### config.mk
export PLATFORM = sky130hd
export DESIGN_NAME = pmc_access_port
export DESIGN_NICKNAME = d
export VERILOG_FILES = /design/src/rtl/pmc_ap_pkg.sv /design/src/rtl/pmc_ap_bank.sv /design/src/rtl/pmc_ap_wr_path.sv /design/src/rtl/pmc_ap_rd_path.sv /design/src/rtl/pmc_access_port.sv
export SDC_FILE = /design/constraint.sdc
export NUM_CORES = 1
export LEC_CHECK = 0
export BUFFER_PORTS_ARGS = -buffer_cell sky130_fd_sc_hd__buf_2
export CORE_ASPECT_RATIO = 0.75
export CORE_MARGIN = 5
export CORE_UTILIZATION = 30
export DETAILED_ROUTE_END_ITERATION = 10
export PLACE_DENSITY = 0.46
export SETUP_SLACK_MARGIN = 0.15
export SLEW_MARGIN = 20
export SYNTH_ARGS = -nofsm -noshare
export SYNTH_HDL_FRONTEND = slang
export SYNTH_SLANG_ARGS = --single-unit
### constraint.sdc
create_clock -name clk -period 3.06 [get_ports clk]
set_input_delay 0.153 -clock clk [delete_from_list [all_inputs] [get_ports clk]]
set_output_delay 0.153 -clock clk [all_outputs]
set_load 0.01 [all_outputs]
### src/rtl/pmc_ap_pkg.sv
package pmc_ap_pkg;

   localparam int DATA_W     = 64;
   localparam int IDX_WORD_W = 32;
   localparam int FAST_BIT   = 31;   // reduced 32-bit return format
   localparam int GROUP_BIT  = 30;   // fixed-counter group select
   localparam int NUM_FLD_W  = 30;   // counter number field 29:0

   typedef enum logic [1:0] {
      WK_NARROW = 2'd0,
      WK_WIDE   = 2'd1,
      WK_FIXED  = 2'd2,
      WK_RSVD   = 2'd3
   } wr_kind_e;

endpackage

### src/rtl/pmc_ap_bank.sv
module pmc_ap_bank
   import pmc_ap_pkg::*;
#(
   parameter int NUM_GEN = 4,
   parameter int NUM_FIX = 3,
   parameter int GEN_W   = 48,
   parameter int FIX_W   = 48,
   parameter int WI_W    = 2
) (
   input  logic                            clk,
   input  logic                            rst_n,
   input  logic                            gen_we,
   input  logic                            fix_we,
   input  logic [WI_W-1:0]                 idx,
   input  logic [GEN_W-1:0]                gen_d,
   input  logic [FIX_W-1:0]                fix_d,
   output logic [NUM_GEN-1:0][GEN_W-1:0]   gen_q,
   output logic [NUM_FIX-1:0][FIX_W-1:0]   fix_q
);

   logic [GEN_W-1:0] gen_r [NUM_GEN];
   logic [FIX_W-1:0] fix_r [NUM_FIX];

   for (genvar g = 0; g < NUM_GEN; g++) begin : g_gen
      always_ff @(posedge clk or negedge rst_n) begin
         if (!rst_n)
            gen_r[g] <= '0;
         else if (gen_we && (32'(idx) == g))
            gen_r[g] <= gen_d;
      end
      assign gen_q[g] = gen_r[g];
   end

   for (genvar f = 0; f < NUM_FIX; f++) begin : g_fix
      always_ff @(posedge clk or negedge rst_n) begin
         if (!rst_n)
            fix_r[f] <= '0;
         else if (fix_we && (32'(idx) == f))
            fix_r[f] <= fix_d;
      end
      assign fix_q[f] = fix_r[f];
   end

   // the two write enables come from exclusive decode paths
   a_r9_one_group_write: assert property (@(posedge clk) disable iff (!rst_n)
      !(gen_we && fix_we));

endmodule

### src/rtl/pmc_ap_wr_path.sv
module pmc_ap_wr_path
   import pmc_ap_pkg::*;
#(
   parameter int NUM_GEN = 4,
   parameter int NUM_FIX = 3,
   parameter int GEN_W   = 48,
   parameter int FIX_W   = 48,
   parameter int WI_W    = 2
) (
   input  logic                 wr_en,
   input  logic [1:0]           wr_kind,
   input  logic [WI_W-1:0]      wr_idx,
   input  logic [DATA_W-1:0]    wr_data,
   output logic                 gen_we,
   output logic                 fix_we,
   output logic [GEN_W-1:0]     gen_d,
   output logic [FIX_W-1:0]     fix_d,
   output logic                 wr_fault
);

   wr_kind_e            kind;
   logic                gen_idx_ok;
   logic                fix_idx_ok;
   logic                wide_excess;
   logic [DATA_W-1:0]   narrow_ext;
   logic                reject;

   assign kind        = wr_kind_e'(wr_kind);
   assign gen_idx_ok  = 32'(wr_idx) < NUM_GEN;
   assign fix_idx_ok  = 32'(wr_idx) < NUM_FIX;
   assign wide_excess = |wr_data[DATA_W-1:GEN_W];
   assign narrow_ext  = {{(DATA_W-32){wr_data[31]}}, wr_data[31:0]};

   always_comb begin
      reject = 1'b0;
      gen_d  = '0;
      unique case (kind)
         WK_NARROW: begin
            reject = !gen_idx_ok;
            gen_d  = narrow_ext[GEN_W-1:0];
         end
         WK_WIDE: begin
            reject = !gen_idx_ok || wide_excess;
            gen_d  = wr_data[GEN_W-1:0];
         end
         WK_FIXED: reject = !fix_idx_ok;
         default:  reject = 1'b1;
      endcase
   end

   assign fix_d    = wr_data[FIX_W-1:0];
   assign wr_fault = wr_en && reject;
   assign gen_we   = wr_en && !reject && ((kind == WK_NARROW) || (kind == WK_WIDE));
   assign fix_we   = wr_en && !reject && (kind == WK_FIXED);

endmodule

### src/rtl/pmc_ap_rd_path.sv
module pmc_ap_rd_path
   import pmc_ap_pkg::*;
#(
   parameter int NUM_GEN = 4,
   parameter int NUM_FIX = 3,
   parameter int GEN_W   = 48,
   parameter int FIX_W   = 48
) (
   input  logic                            rd_en,
   input  logic [IDX_WORD_W-1:0]           rd_index,
   input  logic [NUM_GEN-1:0][GEN_W-1:0]   gen_q,
   input  logic [NUM_FIX-1:0][FIX_W-1:0]   fix_q,
   output logic                            rd_hit,
   output logic                            rd_fault,
   output logic [DATA_W-1:0]               rd_word
);

   logic                 fast;
   logic                 grp_fix;
   logic [NUM_FLD_W-1:0] num;
   logic                 num_ok;
   logic [DATA_W-1:0]    picked;

   assign fast    = rd_index[FAST_BIT];
   assign grp_fix = rd_index[GROUP_BIT];
   assign num     = rd_index[NUM_FLD_W-1:0];
   assign num_ok  = grp_fix ? (num < NUM_FLD_W'(NUM_FIX)) : (num < NUM_FLD_W'(NUM_GEN));

   always_comb begin
      picked = '0;
      if (grp_fix) begin
         for (int f = 0; f < NUM_FIX; f++)
            if (num == NUM_FLD_W'(f)) picked = DATA_W'(fix_q[f]);
      end else begin
         for (int g = 0; g < NUM_GEN; g++)
            if (num == NUM_FLD_W'(g)) picked = DATA_W'(gen_q[g]);
      end
   end

   assign rd_word  = fast ? {32'd0, picked[31:0]} : picked;
   assign rd_hit   = rd_en && num_ok;
   assign rd_fault = rd_en && !num_ok;

endmodule

### src/rtl/pmc_access_port.sv
module pmc_access_port
   import pmc_ap_pkg::*;
#(
   parameter int NUM_GEN = 4,
   parameter int NUM_FIX = 3,
   parameter int GEN_W   = 48,
   parameter int FIX_W   = 48,
   localparam int MAX_N  = (NUM_GEN > NUM_FIX) ? NUM_GEN : NUM_FIX,
   localparam int WI_W   = (MAX_N > 1) ? $clog2(MAX_N) : 1
) (
   input  logic                 clk,
   input  logic                 rst_n,
   input  logic                 wr_en,
   input  logic [1:0]           wr_kind,
   input  logic [WI_W-1:0]      wr_idx,
   input  logic [63:0]          wr_data,
   input  logic                 rd_en,
   input  logic [31:0]          rd_index,
   output logic                 rd_valid,
   output logic [63:0]          rd_data,
   output logic                 fault
);

   localparam int MAX_W = (GEN_W > FIX_W) ? GEN_W : FIX_W;

   initial begin : p_param_chk
      assert (NUM_GEN >= 1 && NUM_GEN <= 64) else $error("NUM_GEN out of range");
      assert (NUM_FIX >= 1 && NUM_FIX <= 64) else $error("NUM_FIX out of range");
      assert (GEN_W >= 33 && GEN_W <= 63)    else $error("GEN_W must be 33..63");
      assert (FIX_W >= 32 && FIX_W <= 64)    else $error("FIX_W must be 32..64");
   end

   logic                          gen_we, fix_we, wr_fault_w;
   logic [GEN_W-1:0]              gen_d;
   logic [FIX_W-1:0]              fix_d;
   logic [NUM_GEN-1:0][GEN_W-1:0] gen_q;
   logic [NUM_FIX-1:0][FIX_W-1:0] fix_q;
   logic                          rd_hit, rd_fault_w;
   logic [DATA_W-1:0]             rd_word;

   pmc_ap_wr_path #(.NUM_GEN(NUM_GEN), .NUM_FIX(NUM_FIX), .GEN_W(GEN_W),
                    .FIX_W(FIX_W), .WI_W(WI_W)) u_wr (
      .wr_en(wr_en), .wr_kind(wr_kind), .wr_idx(wr_idx), .wr_data(wr_data),
      .gen_we(gen_we), .fix_we(fix_we), .gen_d(gen_d), .fix_d(fix_d),
      .wr_fault(wr_fault_w));

   pmc_ap_bank #(.NUM_GEN(NUM_GEN), .NUM_FIX(NUM_FIX), .GEN_W(GEN_W),
                 .FIX_W(FIX_W), .WI_W(WI_W)) u_bank (
      .clk(clk), .rst_n(rst_n), .gen_we(gen_we), .fix_we(fix_we), .idx(wr_idx),
      .gen_d(gen_d), .fix_d(fix_d), .gen_q(gen_q), .fix_q(fix_q));

   pmc_ap_rd_path #(.NUM_GEN(NUM_GEN), .NUM_FIX(NUM_FIX), .GEN_W(GEN_W),
                    .FIX_W(FIX_W)) u_rd (
      .rd_en(rd_en), .rd_index(rd_index), .gen_q(gen_q), .fix_q(fix_q),
      .rd_hit(rd_hit), .rd_fault(rd_fault_w), .rd_word(rd_word));

   always_ff @(posedge clk or negedge rst_n) begin
      if (!rst_n) begin
         rd_valid <= 1'b0;
         rd_data  <= '0;
      end else begin
         rd_valid <= rd_hit;
         if (rd_hit) rd_data <= rd_word;
      end
   end

   assign fault = wr_fault_w || rd_fault_w;

   // a refused write leaves the whole bank untouched
   a_r4_refused_write_holds: assert property (@(posedge clk) disable iff (!rst_n)
      wr_fault_w |=> ($stable(gen_q) && $stable(fix_q)));

   // returned data never carries bits above the widest counter
   a_r6_width_masked: assert property (@(posedge clk) disable iff (!rst_n)
      rd_valid |-> ((rd_data >> MAX_W) == 64'd0));

   // reduced format returns a zero upper half
   a_r7_fast_upper_zero: assert property (@(posedge clk) disable iff (!rst_n)
      (rd_hit && rd_index[FAST_BIT]) |=> (rd_valid && (rd_data[63:32] == 32'd0)));

   // a refused read produces no data strobe
   a_r8_bad_read_no_valid: assert property (@(posedge clk) disable iff (!rst_n)
      rd_fault_w |=> !rd_valid);

   // the fault pulse needs a request behind it
   a_r11_fault_has_request: assert property (@(posedge clk) disable iff (!rst_n)
      fault |-> (wr_en || rd_en));

endmodule

Word-level counts from Yosys, hierarchy flattened
Index checks and enable logic that the tools add are counted.

storage, ports and cells
  flip-flop bits (word level) = 401
  bits in latches = 0
  bits in writable memories = 0
  memory bits (read-only) = 0
  output and inout bits = 66
  word-level logic and storage cells = 54
  memories = 0

operators by class
  add/subtract/negate cells = 0
  $mul = 0
  divide/modulo/power cells = 0
  order comparisons = 3
  equality and inequality tests = 8
  shift-type cells = 0
  muxes and demuxes = 12
  bitwise logic cells = 0
  reduce and logical (&&, ||, !) cells = 22

operator list
  kind                 count
  $mux 48              7
  $mux 64              2
  $pmux 48 s2          1
  $eq 30x2->1 const B  2
  $eq 30x1->1 const B  1
  $logic_not 30->1     1
  $lt 30x2->1 const B  1
  $lt 30x3->1 const B  1
  $reduce_or 16->1     1
  $logic_and 1x1->1    13
  $eq 2x2->1 const B   3
  $eq 2x1->1 const B   2
  $logic_not 2->1      2
  $logic_not 1->1      3
  $pmux 1 s3           1
  $logic_or 1x1->1     2
  $lt 2x2->1 const B   1
  $mux 1               1

Logic depth before layout (Yosys ltp)
  word-level depth = 7
  gate-level depth with buffers = 7
  gate-level depth less buffers = 5

Hierarchy
Synthesis repeated with hierarchy kept, for this count alone.

unflattened totals
  cell total of the unflattened synthesis = 1375
  area, all modules = 19018.2 um^2

by module, submodules not included
  module           times used  cells an instance  area an instance (um^2)
  pmc_ap_bank      1           714                12489.5
  pmc_ap_rd_path   1           405                2981.6
  pmc_access_port  1           137                2710.1
  pmc_ap_wr_path   1           119                837.1

Worst setup path after synthesis
No wires, ideal clock.

  path type = input-to-reg
  start = in wr_data[53]
  end = reg u_bank.gen_r, in the netlist u_bank.gen_q[27]
  data arrival time = 1.579 ns
  setup slack = 1.354 ns
  cell stages on the path = 7
  path buffers = 2
  path through = nor4_1 nand3_1 o21ai_2 nor4b_4 buf_6 buf_6 mux2_1

between the ends
  cells in the longest elaborated chain, start to end = 6

RTL lines
  what                            line                   RTL
  start, declared                 pmc_access_port.sv:16  input logic [63:0] wr_data,
  $reduce_or 16->1                pmc_ap_wr_path.sv:31   assign wide_excess = |wr_data[DATA_W-1:GEN_W];
  $pmux 1 s3                      pmc_ap_wr_path.sv:37   unique case (kind)
  $logic_not 1->1                 pmc_ap_wr_path.sv:53   assign gen_we = wr_en && !reject && ((kind == WK_NARROW) || (kind == WK_WIDE));
  $logic_and 1x1->1 (2 in a row)  pmc_ap_wr_path.sv:53
  $logic_and 1x1->1               pmc_ap_bank.sv:28      else if (gen_we && (32'(idx) == g))
  end signal, assigned by index   pmc_ap_bank.sv:29      gen_r[g] <= gen_d;
  end, declared                   pmc_ap_bank.sv:21      logic [GEN_W-1:0] gen_r [NUM_GEN];

No other way between the ends.
A chain may end at the register's enable or synchronous reset.

Worst setup path after layout
  start = in rd_index[24]
  end = out fault

between the ends
  cells in the longest elaborated chain, start to end = 5

RTL lines
  what                                        line                   RTL
  start, declared                             pmc_access_port.sv:18  input logic [31:0] rd_index,
  $lt 30x3->1 or $lt 30x2->1 (tied branches)  pmc_ap_rd_path.sv:27   assign num_ok = grp_fix ? (num < NUM_FLD_W'(NUM_FIX)) : (num < NUM_FLD_W'(NUM_GEN));
  $mux 1 (*)                                  pmc_ap_rd_path.sv:27
  $logic_not 1->1 (*)                         pmc_ap_rd_path.sv:42   assign rd_fault = rd_en && !num_ok;
  $logic_and 1x1->1 (*)                       pmc_ap_rd_path.sv:42
  $logic_or 1x1->1 (*)                        pmc_access_port.sv:67  assign fault = wr_fault_w || rd_fault_w;
  end, declared                               pmc_access_port.sv:21  output logic fault

Every way passes the cells marked *; elsewhere a longest branch is shown, timed or not.

==> impl_results.rst <==
.. list-table::
   :header-rows: 1

   * - Metric
     - Value
   * - Data arrival time at the worst-slack endpoint
     - 1.51 ns
   * - Pins Over Slew Limit
     - 0
   * - CTS tree
     - yes
   * - Avg Vias per Cell
     - 4.85
   * - Vertical die dimension
     - 217 µm
   * - Startpoint type of the worst setup path
     - primary input
   * - Antenna diode instance count
     - 0
   * - Number of cells traversed by the worst register-to-register path
     - 4
   * - Post-synth cell types
     - 41
   * - Hold Violations, Final
     - 0
   * - CTS Buf Count
     - 43
   * - Post-route setup slack
     - 1.40 ns
   * - Post-synthesis instance area
     - 17200 µm²
   * - Num rows
     - 76
   * - Measured slew at the worst slew-check pin
     - 0.793 ns
   * - Synthesis-to-layout area growth
     - 21.1%
   * - Synthesized area per cell
     - 13.8 µm²
   * - Cells after synthesis
     - 1252
   * - Final setup violation count
     - 0
   * - Unrepaired setup endpoints after global routing
     - no
   * - Share of cells above drive strength 1
     - 39.8%
   * - Slowest cell delay on critical path
     - 0.30 ns
   * - Post-route cell area
     - 20900 µm²
   * - Fillers
     - 5568
   * - Total routing resource utilization after global routing
     - 15.1%
   * - Total I/O pin count
     - 170
   * - Weighted congestion reported at the end of routability-driven placement
     - 0.734
   * - WL final
     - 46600 µm
   * - Final HPWL from detailed placement
     - 28100 µm
   * - Violation count after the first detailed-route iteration
     - 506
   * - Peak VDD IR
     - 0.328 mV
   * - Total negative setup slack
     - 0 ns
   * - Count of buffer and inverter cells on the critical path
     - 3
   * - Reg-to-Reg End
     - rd_data[46]$_DFFE_PN0P_
   * - Required time of the critical path
     - 2.91 ns
   * - Number of iterations in the first detailed-routing pass
     - 4
   * - Top delay family on crit path
     - simple AND/OR/NAND/NOR gates
   * - Syn. warnings
     - 0
   * - Via count of the first global-routing pass
     - 11.6k
   * - Number of cells traversed by the worst hold path
     - 3
   * - Worst slack at placement
     - 0.782 ns
   * - Antenna violations before repair
     - 5
   * - Worst setup path category
     - in2out
   * - Global-route wire length before repair
     - 73300 µm
   * - Maximum capacitance violations
     - 0
   * - Run status
     - finished clean
   * - Quantity of I/O buffers inserted on ports
     - 153
   * - Root buffer selected by CTS
     - clkbuf_16
   * - Cells traversed along the worst timing path
     - buf_2 -> nor4_1 -> and4_1 -> nand2_1 -> o21ai_0 -> buf_4 -> nand2_1 -> buf_2
   * - Timing-limited maximum frequency
     - 0.601 GHz
   * - Overall die width
     - 287 µm
   * - Via total after detailed routing
     - 11.0k
   * - Slowest cell on the critical path
     - and4_1
   * - Reg2Reg Setup Slack
     - 1.74 ns
   * - Final Power
     - 13800 µW
   * - Clock insertion delay at the later pin of the skew report
     - 0.56 ns
   * - Count of unresolved DRC violations after routing
     - 0
   * - Register bit total from synthesis
     - 385
   * - Resize count post-CTS
     - 0
   * - H-tree level count
     - 2
   * - Core Region
     - 57100 µm²
   * - Crit path max fanout
     - 4
   * - Hold crit path type
     - in2reg
   * - Start point of the worst hold path
     - rd_en
   * - Leakage dissipation
     - 0.00936 µW
   * - Reg-to-reg critical path startpoint
     - u_bank.gen_q[46]$_DFFE_PN0P_
   * - Proportion of synthesized chip area in sequential cells
     - 56.0%
   * - Final Cycle Share
     - 54.3%
   * - Clock-pin slew on the worst setup and hold paths
     - 0.06 ns
   * - Max transition margin
     - 47.1%
   * - Floorplan die area
     - 62300 µm²
   * - Routed len/inst
     - 20.6 µm
   * - Clock skew
     - 0.0200 ns
   * - Post-layout net count
     - 1554
   * - Largest net degree at the start of global routing
     - 92
   * - Power per Cell Area
     - 662 nW/µm²
   * - Cell total after placement
     - 2136
   * - Total global routing overflow
     - 0
   * - Cell area reported after detailed placement
     - 19000 µm²
   * - Clk sink count
     - 385
   * - Post-route non-filler standard cell count
     - 2261
   * - Minimum period implied by the final worst setup slack
     - 1.66 ns
   * - Worst setup EP type
     - output port
   * - Initial core utilization
     - 30.1%
   * - Post-route antenna net violation count
     - 0
   * - Hold EP
     - rd_valid$_DFF_PN0_
   * - Deepest clock path buffer count
     - 3
==> stage by stage <==
| stage | utilization, % | hold WS, ns |
|---|---|---|
| 6_report | 36.5 | 0.127 |
| 5_1_grt | 36.5 | 0.151 |
| 3_3_place_gp | 33.2 | 0.241 |
| 3_5_place_dp | 33.2 | 0.265 |
| 4_1_cts | 36.5 | 0.0952 |
| 2_1_floorplan | - | -0.143 |
==> synthesized netlist by cell type, drive strengths merged <==
cell     number  area (µm²)
and4b         2        20.0
a21oi        48         240
mux2i        63         631
clkbuf       34         128
a32o         15         150
nand3         1        5.00
or3           1        6.26
mux4         32         721
nand4b        1        8.76
nor2         66         248
inv           3        11.3
nor2b         3        18.8
nand2b        2        12.5
mux2        336        3780
o221ai        1        8.76
o211ai       47         353
and4          1        8.76
a221oi        1        8.76
o31ai         1        7.51
a2111oi       1        8.76
nor3          1        5.00
nor4         10        62.6
dfrtp       385        9630
and3          3        18.8
nand2        82         308
conb          1        3.75
nand3b        1        7.51
a21o         16         120
o21ai         3        18.8
nor3b         4        45.1
buf          68         459
a22o          1        8.76
nand4         2        12.5
a22oi        15         113
nor4b         1        23.8
==> metal layers <==
layer | wire [µm] | vias to the layer above | global-route usage [%]
li1 | - | 4936 | -
met1 | 21800 | 5802 | 21.2
met2 | 22100 | 179 | 24.7
met5 | 27 | - | 0
met4 | 608 | 4 | 3.05
met3 | 2090 | 51 | 2.61
==> report_power, final <==
group | leakage (µW) | internal (µW) | total [µW] | switching, µW
sequential | 0.00484 | 6120 | 6590 | 477
combinational | 0.00384 | 1220 | 2020 | 802
clock | 0.000684 | 3100 | 5190 | 2090
==> worst max-delay path by stage <==
stage	to	start	cells past startpoint
2_1_floorplan	u_bank.gen_q[27]$_DFFE_PN0P_	wr_data[53]	7
3_3_place_gp	u_bank.gen_q[139]$_DFFE_PN0P_	wr_data[53]	7
3_5_place_dp	u_bank.gen_q[127]$_DFFE_PN0P_	wr_data[53]	7
4_1_cts	fault	rd_index[24]	8
5_1_grt	u_bank.gen_q[134]$_DFFE_PN0P_	wr_data[53]	7
6_report	fault	rd_index[24]	8
==> cells in the final DEF, fill, tap and decap left out, drive strengths merged, types with 2 or more instances in the layout <==
cell type    netlist  layout
o21ai              3       3
a21oi             48      48
nand2b             2       2
nor2b              3       3
nand2             82      82
mux2i             63      63
bufinv             0       3
nand4              2       2
a22oi             15      15
dlygate4sd3        0      49
nor4              10      10
and3               3       3
o211ai            47      47
nor3b              4       4
dfrtp            385     385
buf               68     191
clkbuf            34      68
mux4              32      32
a21o              16      16
clkinv             0       4
inv                3       4
nor2              66      66
a32o              15      15
mux2             336     336
conb               1      16
and4b              2       2
==> sequential cells by signal, summed over array words and instances, names as in the netlist <==
signal and flops:
u_bank.gen_q 192, u_bank.fix_q 144, rd_valid 1, rd_data 48
==> worst register-to-register path, stage by stage (launching register included) <==
cell and delay (ns):
dfrtp_1 0.36, nor2b_1 0.12, a2111oi_0 0.36, a221oi_1 0.14, a22o_1 0.24
==> cell type report <==
type                       instances  area (µm²)  area share [%]
clock inverter                     8         130           0.624
tap                              780         976            4.68
inverter                           3        11.3          0.0540
sequential                       385        9630            46.2
clock buffer                      68        1270            6.09
multi-input combinational        777        7070            33.9
timing repair buffer             240        1760            8.44
==> kinds of logic after synthesis <==
group / Yosys count / synth area share [%]
simple gates: 181 / 4.71
flops: 385 / 56.0
buf+inv: 105 / 3.47
mux: 431 / 29.8
other cells: 1 / 0.0218
compound gates: 149 / 6.02
==> what timing repair did <==
action,CTS,global route
hold buffers,49,0
endpoints found under the hold margin,353,0
buffers inserted,0,0
Power figures use the tool's default switching activity.
